### src/rtl/exc_pkg.sv
package exc_pkg;

   typedef enum logic [1:0] {
      CLS_GENERAL = 2'd0,
      CLS_ERROR   = 2'd1,
      CLS_DEBUG   = 2'd2
   } exc_class_e;

   typedef enum logic [3:0] {
      SEL_STATUS  = 4'd0,
      SEL_CAUSE   = 4'd1,
      SEL_EPC     = 4'd2,
      SEL_BADVA   = 4'd3,
      SEL_CONTEXT = 4'd4,
      SEL_TAG     = 4'd5,
      SEL_ERRPC   = 4'd6,
      SEL_DBGPC   = 4'd7,
      SEL_VBASE   = 4'd8
   } reg_sel_e;

   // status bit positions
   localparam int ST_EXL    = 1;
   localparam int ST_ERL    = 2;
   localparam int ST_KSU_LO = 3;
   localparam int ST_BEV    = 22;
   // cause bit positions
   localparam int CA_CODE_LO = 2;
   localparam int CA_IV      = 23;
   localparam int CA_BD      = 31;

   localparam logic [31:0] VEC_BOOT_GENERAL = 32'hBFC0_0200;
   localparam logic [31:0] VEC_ERROR        = 32'hBFC0_0000;
   localparam logic [31:0] VEC_DEBUG        = 32'hBFC0_0480;
   localparam logic [31:0] OFS_REFILL       = 32'h0000_0000;
   localparam logic [31:0] OFS_INTR         = 32'h0000_0200;
   localparam logic [31:0] OFS_COMMON       = 32'h0000_0180;
   localparam logic [31:0] VBASE_RESET      = 32'h8000_0000;

endpackage

### src/rtl/exc_ret_addr.sv
module exc_ret_addr #(
   parameter int XLEN       = 32,
   parameter int INSN_BYTES = 4
) (
   input  logic [XLEN-1:0] pc,
   input  logic            dslot,
   output logic [XLEN-1:0] ret
);
   localparam logic [XLEN-1:0] STEP = XLEN'(INSN_BYTES);

   // a fault in a delay slot resumes at the branch before it
   assign ret = dslot ? (pc - STEP) : pc;
endmodule

### src/rtl/exc_vector_sel.sv
module exc_vector_sel #(
   parameter int XLEN      = 32,
   parameter int VBASE_LSB = 10,
   parameter bit USE_IV    = 1'b1
) (
   input  logic            bev,
   input  logic [XLEN-1:0] vbase,
   input  logic            exl,
   input  logic            refill,
   input  logic            intr,
   input  logic            iv,
   output logic [XLEN-1:0] vec
);
   import exc_pkg::*;

   localparam logic [XLEN-1:0] BASE_MASK = ~((XLEN'(1) << VBASE_LSB) - XLEN'(1));

   logic            iv_hit;
   logic [XLEN-1:0] base;
   logic [XLEN-1:0] ofs;

   generate
      if (USE_IV) begin : g_iv
         assign iv_hit = intr & iv;
      end else begin : g_no_iv
         assign iv_hit = 1'b0 & intr & iv;
      end
   endgenerate

   always_comb begin
      base = bev ? VEC_BOOT_GENERAL : (vbase & BASE_MASK);
      if (refill && !exl)
         ofs = OFS_REFILL;
      else if (iv_hit)
         ofs = OFS_INTR;
      else
         ofs = OFS_COMMON;
      vec = base + ofs;
   end
endmodule

### src/rtl/exc_fault_capture.sv
module exc_fault_capture #(
   parameter int XLEN       = 32,
   parameter int ASID_W     = 8,
   parameter int PAGE_SHIFT = 12,
   parameter int CTX_LSB    = 4
) (
   input  logic            clk,
   input  logic            rst_n,
   input  logic            capture,
   input  logic [XLEN-1:0] fault_va,
   input  logic            ctx_wr,
   input  logic            tag_wr,
   input  logic [XLEN-1:0] wr_data,
   output logic [XLEN-1:0] badva,
   output logic [XLEN-1:0] context_o,
   output logic [XLEN-1:0] tag_o
);
   localparam int VPN2_LSB = PAGE_SHIFT + 1;
   localparam int VPN2_W   = XLEN - VPN2_LSB;
   localparam int CTX_TOP  = CTX_LSB + VPN2_W;
   localparam logic [XLEN-1:0] ONE       = XLEN'(1);
   localparam logic [XLEN-1:0] CTX_BASE  = ~((ONE << CTX_TOP) - ONE);
   localparam logic [XLEN-1:0] ASID_MASK = (ONE << ASID_W) - ONE;
   localparam logic [XLEN-1:0] VPN2_MASK = ~((ONE << VPN2_LSB) - ONE);

   generate
      if (CTX_TOP > XLEN) begin : g_bad_ctx
         $error("context index field does not fit the register");
      end
      if (ASID_W > VPN2_LSB) begin : g_bad_asid
         $error("identifier overlaps the page-pair tag");
      end
   endgenerate

   logic [XLEN-1:0] badva_q, ctx_q, tag_q;

   always_ff @(posedge clk) begin
      if (!rst_n) begin
         badva_q <= '0;
         ctx_q   <= '0;
         tag_q   <= '0;
      end else if (capture) begin
         badva_q <= fault_va;
         ctx_q   <= (ctx_q & CTX_BASE) | ((fault_va >> VPN2_LSB) << CTX_LSB);
         tag_q   <= (fault_va & VPN2_MASK) | (tag_q & ASID_MASK);
      end else begin
         if (ctx_wr)
            ctx_q <= (wr_data & CTX_BASE) | (ctx_q & ~CTX_BASE);
         if (tag_wr)
            tag_q <= wr_data & (VPN2_MASK | ASID_MASK);
      end
   end

   assign badva     = badva_q;
   assign context_o = ctx_q;
   assign tag_o     = tag_q;
endmodule

### src/rtl/exc_entry_unit.sv
module exc_entry_unit #(
   parameter int XLEN       = 32,
   parameter int CODE_W     = 5,
   parameter int ASID_W     = 8,
   parameter int PAGE_SHIFT = 12,
   parameter int CTX_LSB    = 4,
   parameter int VBASE_LSB  = 10,
   parameter int INSN_BYTES = 4,
   parameter bit USE_IV     = 1'b1,
   parameter bit HAS_DEBUG  = 1'b1
) (
   input  logic              clk,
   input  logic              rst_n,
   input  logic              exc_valid,
   input  logic [1:0]        exc_class,
   input  logic [CODE_W-1:0] exc_code,
   input  logic              exc_refill,
   input  logic              exc_addr_fault,
   input  logic [XLEN-1:0]   exc_pc,
   input  logic              exc_dslot,
   input  logic [XLEN-1:0]   exc_badva,
   input  logic              wr_en,
   input  logic [3:0]        wr_sel,
   input  logic [XLEN-1:0]   wr_data,
   input  logic [3:0]        rd_sel,
   output logic [XLEN-1:0]   rd_data,
   output logic              redirect,
   output logic [XLEN-1:0]   new_pc
);
   import exc_pkg::*;

   localparam logic [XLEN-1:0] VBASE_MASK = ~((XLEN'(1) << VBASE_LSB) - XLEN'(1));

   generate
      if (XLEN != 32) begin : g_bad_xlen
         $error("fixed vectors assume a 32-bit address");
      end
      if (CA_CODE_LO + CODE_W > CA_IV) begin : g_bad_code
         $error("trap code field overlaps the interrupt-vector bit");
      end
   endgenerate

   // state
   logic              exl_q, erl_q, bev_q, iv_q, bd_q;
   logic [1:0]        ksu_q;
   logic [CODE_W-1:0] code_q;
   logic [XLEN-1:0]   epc_q, errpc_q, dbgpc_q, vbase_q;
   logic              redirect_q;
   logic [XLEN-1:0]   new_pc_q;

   logic [XLEN-1:0]   ret_addr, gen_vec, target;
   logic [XLEN-1:0]   badva_w, context_w, tag_w;
   logic              is_gen, is_err, is_dbg, host_wr;

   assign is_gen  = exc_valid && (exc_class == CLS_GENERAL);
   assign is_err  = exc_valid && (exc_class == CLS_ERROR);
   assign is_dbg  = exc_valid && (exc_class == CLS_DEBUG);
   assign host_wr = wr_en && !exc_valid;

   exc_ret_addr #(.XLEN(XLEN), .INSN_BYTES(INSN_BYTES)) u_ret (
      .pc    (exc_pc),
      .dslot (exc_dslot),
      .ret   (ret_addr)
   );

   exc_vector_sel #(.XLEN(XLEN), .VBASE_LSB(VBASE_LSB), .USE_IV(USE_IV)) u_vec (
      .bev    (bev_q),
      .vbase  (vbase_q),
      .exl    (exl_q),
      .refill (exc_refill),
      .intr   (exc_code == '0),
      .iv     (iv_q),
      .vec    (gen_vec)
   );

   exc_fault_capture #(
      .XLEN(XLEN), .ASID_W(ASID_W), .PAGE_SHIFT(PAGE_SHIFT), .CTX_LSB(CTX_LSB)
   ) u_fault (
      .clk       (clk),
      .rst_n     (rst_n),
      .capture   (is_gen && exc_addr_fault),
      .fault_va  (exc_badva),
      .ctx_wr    (host_wr && (wr_sel == SEL_CONTEXT)),
      .tag_wr    (host_wr && (wr_sel == SEL_TAG)),
      .wr_data   (wr_data),
      .badva     (badva_w),
      .context_o (context_w),
      .tag_o     (tag_w)
   );

   // status
   always_ff @(posedge clk) begin
      if (!rst_n) begin
         exl_q <= 1'b0;
         erl_q <= 1'b0;
         bev_q <= 1'b1;
         ksu_q <= 2'b00;
      end else if (exc_valid) begin
         ksu_q <= 2'b00;
         if (is_gen)
            exl_q <= 1'b1;
         if (is_err) begin
            erl_q <= 1'b1;
            bev_q <= 1'b1;
         end
      end else if (host_wr && (wr_sel == SEL_STATUS)) begin
         exl_q <= wr_data[ST_EXL];
         erl_q <= wr_data[ST_ERL];
         bev_q <= wr_data[ST_BEV];
         ksu_q <= wr_data[ST_KSU_LO +: 2];
      end
   end

   // cause and general return address
   always_ff @(posedge clk) begin
      if (!rst_n) begin
         code_q <= '0;
         bd_q   <= 1'b0;
         iv_q   <= 1'b0;
         epc_q  <= '0;
      end else if (is_gen) begin
         code_q <= exc_code;
         if (!exl_q) begin
            bd_q  <= exc_dslot;
            epc_q <= ret_addr;
         end
      end else if (host_wr) begin
         if (wr_sel == SEL_CAUSE)
            iv_q <= wr_data[CA_IV];
         if (wr_sel == SEL_EPC)
            epc_q <= wr_data;
      end
   end

   // error-class return address and vector base
   always_ff @(posedge clk) begin
      if (!rst_n) begin
         errpc_q <= '0;
         vbase_q <= VBASE_RESET;
      end else begin
         if (is_err)
            errpc_q <= ret_addr;
         if (host_wr && (wr_sel == SEL_VBASE))
            vbase_q <= wr_data & VBASE_MASK;
      end
   end

   generate
      if (HAS_DEBUG) begin : g_dbg
         always_ff @(posedge clk) begin
            if (!rst_n)
               dbgpc_q <= '0;
            else if (is_dbg)
               dbgpc_q <= ret_addr;
         end
      end else begin : g_no_dbg
         assign dbgpc_q = '0;
      end
   endgenerate

   // redirect
   always_comb begin
      unique case (exc_class_e'(exc_class))
         CLS_ERROR: target = VEC_ERROR;
         CLS_DEBUG: target = VEC_DEBUG;
         default:   target = gen_vec;
      endcase
   end

   always_ff @(posedge clk) begin
      if (!rst_n) begin
         redirect_q <= 1'b0;
         new_pc_q   <= '0;
      end else begin
         redirect_q <= exc_valid;
         if (exc_valid)
            new_pc_q <= target;
      end
   end

   assign redirect = redirect_q;
   assign new_pc   = new_pc_q;

   // read port
   always_comb begin
      rd_data = '0;
      unique case (reg_sel_e'(rd_sel))
         SEL_STATUS: begin
            rd_data[ST_EXL]         = exl_q;
            rd_data[ST_ERL]         = erl_q;
            rd_data[ST_KSU_LO +: 2] = ksu_q;
            rd_data[ST_BEV]         = bev_q;
         end
         SEL_CAUSE: begin
            rd_data[CA_CODE_LO +: CODE_W] = code_q;
            rd_data[CA_IV]                = iv_q;
            rd_data[CA_BD]                = bd_q;
         end
         SEL_EPC:     rd_data = epc_q;
         SEL_BADVA:   rd_data = badva_w;
         SEL_CONTEXT: rd_data = context_w;
         SEL_TAG:     rd_data = tag_w;
         SEL_ERRPC:   rd_data = errpc_q;
         SEL_DBGPC:   rd_data = dbgpc_q;
         SEL_VBASE:   rd_data = vbase_q;
         default:     rd_data = '0;
      endcase
   end
endmodule

### config.mk
export PLATFORM = sky130hd
export DESIGN_NAME = exc_entry_unit
export DESIGN_NICKNAME = d
export VERILOG_FILES = /design/src/rtl/exc_pkg.sv /design/src/rtl/exc_ret_addr.sv /design/src/rtl/exc_vector_sel.sv /design/src/rtl/exc_fault_capture.sv /design/src/rtl/exc_entry_unit.sv
export SDC_FILE = /design/constraint.sdc
export NUM_CORES = 1
export LEC_CHECK = 0
export ABC_CLOCK_PERIOD_IN_PS = 3000
export BUFFER_PORTS_ARGS = -buffer_cell sky130_fd_sc_hd__buf_2
export CAP_MARGIN = 10
export CORE_ASPECT_RATIO = 2
export CORE_MARGIN = 2
export CORE_UTILIZATION = 37
export DETAILED_ROUTE_END_ITERATION = 7
export PLACE_DENSITY = 0.59
export SYNTH_ARGS = -nofsm -noshare
export SYNTH_HDL_FRONTEND = slang
export SYNTH_SLANG_ARGS = --single-unit
### constraint.sdc
create_clock -name clk -period 3 [get_ports clk]
set_input_delay 0.45 -clock clk [delete_from_list [all_inputs] [get_ports clk]]
set_output_delay 0.45 -clock clk [all_outputs]
set_load 0.03 [all_outputs]
==> impl_results.md, run 1 <==
- Peak supply drop: 0.000334 V
- Max-Cap Viols: 0
- Area Overhead vs Synth: 19.8%
- Hold Fails Final Rpt: 0
- Routing usage on met3: 0.0331
- Port bufs: approximately 180
- Syn Inst Count: ~1300
- Global route hottest layer: met2
- Die width: between 100 and 150 µm
- Post-CTS setup buffers: 0
- DR vias: between 10000 and 15000
- Grt ovf: 0
- Critical Path RT: 3420 ps
- Die area: 31000 µm²
- Post-Route WL: between 40 and 50 mm
- Fmax: 0.358 GHz
- Place WS: 64.2 ps
- PwrDens: around 540 nW/µm²
- Drt via density: 5.93
- Sink Count: 243
- Slew Viols, Final: 0
- Hold Crit Depth: 3
- Tcrit/Tclk final: 0.931
- Status: complete, no violations
- First-pass GRT wire length: 61.1 mm
- Final setup fails: 0
- Worst Skew: between 10 and 15 ps
- Antenna Nets Post-Route: 0
- Clk pin slew, worst setup/hold paths: 70 ps
- R2R depth: 10
- Commonest non-fill, non-tap cell in the layout: dfxtp_1
- Worst Setup Slack, final: 207 ps
- Crit path largest cell delay: between 500 and 600 ps
- Buf/Inv on CP: 2
- Number of remaining DRC errors: 0
- Layout cells sized above 1: 0.195
- Post-synth EDFFs: 0
- GR Util met2: 0.434
- Fin crit period: 2790 ps
- RSZ-0062 raised after global routing: no
- ANT cells: 0
- CTS Buf Count: 23
- DR WL/cell: 21.6 µm
- Top FF cell, synth: dfxtp_1
- Routing usage on met1: 0.317
- Most frequent cells in the layout: 243 x dfxtp_1, 220 x nand2_1, 175 x buf_2
- Nets: between 1500 and 2000
- Synth Register Bits: roughly 240
- Leakage: 0.00502 µW
- Slowest CP cell: or4_1
- Async set-or-reset flop fraction in the synthesized netlist: 0
- Clk_lat worst skew: about 530 ps
- Initial drt markers: 1184
- Initial core utilization: 0.373
- H-tree depth: 1
- # rows: slightly below 90
- TNS Setup: 0 ps
- DP Cell Count: roughly 1800
- Multi-input gate area: 5620 µm²
- Family with the most delay on the worst path: simple AND/OR/NAND/NOR gates
- Post_cts resized: 0
- Crit. End Element: flop
- Mapped cell area: between 10000 and 15000 µm²
- Fillers: 2911
- Worst slew pin tran: 926 ps
- GP Congestion: 0.856
- Cell count along the critical path: 10
- Die Y: 247 µm
- Synth cell types: 61
- Tot GR Track Use: 0.249
- Final Instance Count excl. Fillers: 1859
- CTS root buf: clkbuf_16
- CP max FO: 3
- Slew headroom: 0.382
- Kind of critical path: reg2reg
- Worst EP arrival: 3210 ps
- Post-synthesis sequential area ratio: 0.445
- I/O pins: 183
- Worst path cell trace: inv_1, or4_1, nor4_1, buf_4, ha_1, and4_1, nand4_1, nor3_1, nand3_1, a32o_1
- # hold bufs at CTS: 0
- Vias in the first global route: between 10000 and 15000
- Clock Path Buffers: 3
- Dpl hpwl: around 28 mm
- First-pass iteration count of the detailed router: 6
- Syn Area/Cell: 8.18 µm²
- CORE AREA: 29300 µm²
- CTS tree: done
- Core Util, Final: 0.447
- Worst hold-check path type: in2reg
- Sequential Area: 4860 µm²
- Yosys warning count: 0
- Initial antenna violation count: 0
- Pin count of the biggest net entering global routing: 63
- Worst setup SP type: flop
-- per-stage QoR --
step	cell area, µm²	hold slack (ps)	total power [µW]
3_3_place_gp	12400	434	4140
5_1_grt	13100	168	7310
3_5_place_dp	12400	442	4160
4_1_cts	13100	155	7130
2_1_floorplan	11000	429	3840
6_report	13100	168	7100
-- tightest hold or removal path: stages --
cell and delay, ps:
buf_2 100, nand2_1 50, a21oi_1 50
-- final timing paths --
check | start | slack, ps | endpoint
max | iv_q | 210 | new_pc[25]
min reg2reg | epc_q[7] | 450 | epc_q[7]
max reg2reg | iv_q | 210 | new_pc[25]
min | exc_badva[1] | 170 | u_fault.badva[1]
-- registers in the layout, indices dropped and copies added (netlist names) --
signal / count
bd_q: 1
bev_q: 1
code_q: 5
dbgpc_q: 32
epc_q: 32
erl_q: 1
errpc_q: 32
exl_q: 1
iv_q: 1
ksu_q: 2
new_pc: 25
redirect: 1
u_fault.badva: 32
u_fault.context_o: 28
u_fault.tag_o: 27
vbase_q: 22
-- logic make-up (layout without fill, tap and decap cells) --
logic type / after synthesis / in the layout / share of synthesized area
flops: 243 / 243 / 0.445
simple gates: 488 / 488 / 0.206
compound gates: 409 / 409 / 0.242
buf+inv: 127 / 280 / 0.0467
other cells: 1 / 7 / 0.000343
fa+ha+maj: 5 / 5 / 0.00572
xor+xnor: 39 / 39 / 0.0312
mux: 24 / 24 / 0.0224
-- report_power, final --
| part | internal [µW] | leakage (µW) | switching (µW) |
|---|---|---|---|
| clock | 1710 | 0.000368 | 1290 |
| combinational | 236 | 0.00267 | 474 |
| sequential | 3330 | 0.00198 | 59.9 |
-- final cells by class --
class                      instances  share of cell area
clock buffer                      28              0.0469
multi-input combinational        972               0.429
clock inverter                    11              0.0103
tap                              364              0.0348
inverter                           9             0.00277
timing repair buffer             232               0.105
sequential                       243               0.371
-- Yosys cell counts (all sizes together), types with 4 or more instances --
cell type / instances / area share
o22ai: 12 / 0.0069
xor2: 7 / 0.0056
buf: 14 / 0.0079
a22oi: 74 / 0.051
mux2: 4 / 0.0041
a311oi: 12 / 0.0096
a222oi: 25 / 0.023
nor4: 17 / 0.011
nor3: 19 / 0.0087
ha: 5 / 0.0057
o21ai: 52 / 0.024
nand3: 58 / 0.027
a211o: 6 / 0.0048
nand2b: 7 / 0.0040
and3: 15 / 0.0086
dfxtp: 243 / 0.44
a31oi: 4 / 0.0023
a211oi: 34 / 0.023
a21oi: 157 / 0.072
or3: 7 / 0.0045
nand4: 7 / 0.0040
nor2b: 7 / 0.0040
a22o: 8 / 0.0064
and2: 7 / 0.0040
nand3b: 5 / 0.0034
nor4b: 4 / 0.0051
xnor2: 32 / 0.026
clkbuf: 104 / 0.036
inv: 9 / 0.0031
mux2i: 20 / 0.018
nor2: 97 / 0.033
nand2: 221 / 0.076
or4: 5 / 0.0034
-- routing by layer --
metal | up-vias | wire (µm)
met2 | 551 | 19700
met5 | - | 0
met3 | 67 | 3260
li1 | 5132 | -
met4 | 0 | 1030
met1 | 5275 | 16200
No activity file was read; power rests on OpenSTA's default activity.
==> run 2: changes to the inputs <==
--- a/config.mk
+++ b/config.mk
@@ -15,4 +15,5 @@
 export PLACE_DENSITY = 0.59
 export SYNTH_ARGS = -nofsm -noshare
 export SYNTH_HDL_FRONTEND = slang
+export SYNTH_HIERARCHICAL = 1
 export SYNTH_SLANG_ARGS = --single-unit
==> impl_results.md, run 2 <==
- Buf/Inv on CP: 3
- Die area: about 35000 µm²
- Hold Crit Depth: 3
- Core Util, Final: 0.436
- Post_cts resized: 0
- H-tree depth: 1
- Sink Count: 250
- Routing usage on met1: 0.280
- Tcrit/Tclk final: 0.906
- Crit. End Element: output port
- Slowest CP cell: nor2b_1
- Initial core utilization: 0.374
- Vias in the first global route: roughly 11000
- Most frequent cells in the layout: 305 x nand2_1, 250 x dfxtp_1, 182 x buf_2
- Peak supply drop: 0.000445 V
- Worst slew pin tran: 838 ps
- Critical Path RT: 2550 ps
- Clk_lat worst skew: about 560 ps
- CTS Buf Count: 25
- Worst hold-check path type: in2reg
- Worst Setup Slack, final: 281 ps
- Kind of critical path: in2out
- Drt via density: 5.56
- Die width: approximately 130 µm
- Max-Cap Viols: 0
- Global route hottest layer: met2
- Fin crit period: between 2000 and 3000 ps
- Crit path largest cell delay: between 400 and 500 ps
- Initial drt markers: 752
- RSZ-0062 raised after global routing: no
- Pin count of the biggest net entering global routing: roughly 100
- Slew Viols, Final: 0
- Syn Inst Count: 1447
- First-pass iteration count of the detailed router: 5
- Port bufs: 182
- CTS root buf: clkbuf_16
- Worst path cell trace: buf_2, nor2b_1, buf_4, a22oi_1, o221ai_1, buf_2
- Nets: 1719
- Status: complete, no violations
- R2R depth: 9
- Tot GR Track Use: 0.258
- Layout cells sized above 1: 0.205
- Number of remaining DRC errors: 0
- Area Overhead vs Synth: 16.5%
- Post-CTS setup buffers: 0
- Dpl hpwl: 33.1 mm
- DP Cell Count: 2005
- Crit-path most repeated cell: buf_2
- Yosys warning count: 6
- Grt ovf: 0
- DR vias: about 11000
- Final setup fails: 0
- First-pass GRT wire length: 69.9 mm
- Fillers: 3423
- Antenna Nets Post-Route: 0
- I/O pins: 183
- Clk pin slew, worst setup/hold paths: 70 ps
- Mapped cell area: ~13000 µm²
- Syn Area/Cell: 8.66 µm²
- GP Congestion: just under 0.9
- Worst EP arrival: roughly 2300 ps
- Slew headroom: 0.441
- Worst Skew: between 15 and 20 ps
- CTS tree: done
- Initial antenna violation count: 2
- Routing usage on met3: 0.0265
- # rows: between 90 and 100
- Post-Route WL: 46.3 mm
- CORE AREA: 33500 µm²
- GR Util met2: 0.469
- Final Instance Count excl. Fillers: 2053
- Family with the most delay on the worst path: buffers and inverters
- Place WS: -107 ps
- # hold bufs at CTS: 0
- Worst setup SP type: input port
- Commonest non-fill, non-tap cell in the layout: nand2_1
- Leakage: 0.00568 µW
- Cell count along the critical path: 6
- Hold Fails Final Rpt: 0
- PwrDens: 516 nW/µm²
- DR WL/cell: 22.5 µm
- CP max FO: 12
- Fmax: 0.368 GHz
- Die Y: ~260 µm
- Clock Path Buffers: 3
## run 2: cell types whose count changed in the layout (fill, tap and decap cells not counted), sizes merged, moves of 22 or more
cell,change
a211oi,-28
a21boi,+72
a21oi,-80
a222oi,-23
a22oi,-31
a311oi,+22
mux2i,+74
nand2,+85
nand3,-47
nor2b,+37
o21ai,-22
## run 2: tightest hold or removal path, cell delays in order
cell and delay [ps]:
buf_2 100, nand2_1 40, a21boi_0 70
## run 2: area by class of cell
class | count | area (µm²) | share of cell area
tap | 436 | 546 | 0.0374
sequential | 250 | 5000 | 0.343
multi-input combinational | 1065 | 6780 | 0.464
clock buffer | 38 | 724 | 0.0496
timing repair buffer | 241 | 1420 | 0.0970
clock inverter | 8 | 75.1 | 0.00514
inverter | 13 | 52.6 | 0.00360
antenna | 2 | 5.00 | 0.000343
## run 2: path summary, 6_finish.rpt
check	from	end	slack, ps
setup / recovery	rd_sel[0]	rd_data[19]	280
hold / removal	exc_code[2]	code_q[2]	150
setup reg to reg	iv_q	new_pc[20]	710
hold reg to reg	u_fault/context_o[24]	u_fault/context_o[24]	450
## run 2: per-layer routing
metal	routed length, µm	vias up
li1	-	5376
met1	16900	5476
met2	24100	430
met3	2160	140
met4	3200	0
met5	0	-
## run 2: through the flow
step           TNS (ps)  cell area (µm²)  hold WS, ps  power, µW
2_1_floorplan         0            12600          432       4080
3_3_place_gp       -170            13800          440       4430
3_5_place_dp       -585            13800          445       4440
4_1_cts               0            14600          141       7600
5_1_grt               0            14600          164       7810
6_report              0            14600          154       7540
## run 2: power breakdown
| part | total, µW | switching, µW | leakage (µW) | internal (µW) |
|---|---|---|---|---|
| sequential | 3490 | 62.2 | 0.00203 | 3420 |
| clock | 3160 | 1410 | 0.000392 | 1760 |
| combinational | 889 | 574 | 0.00326 | 315 |
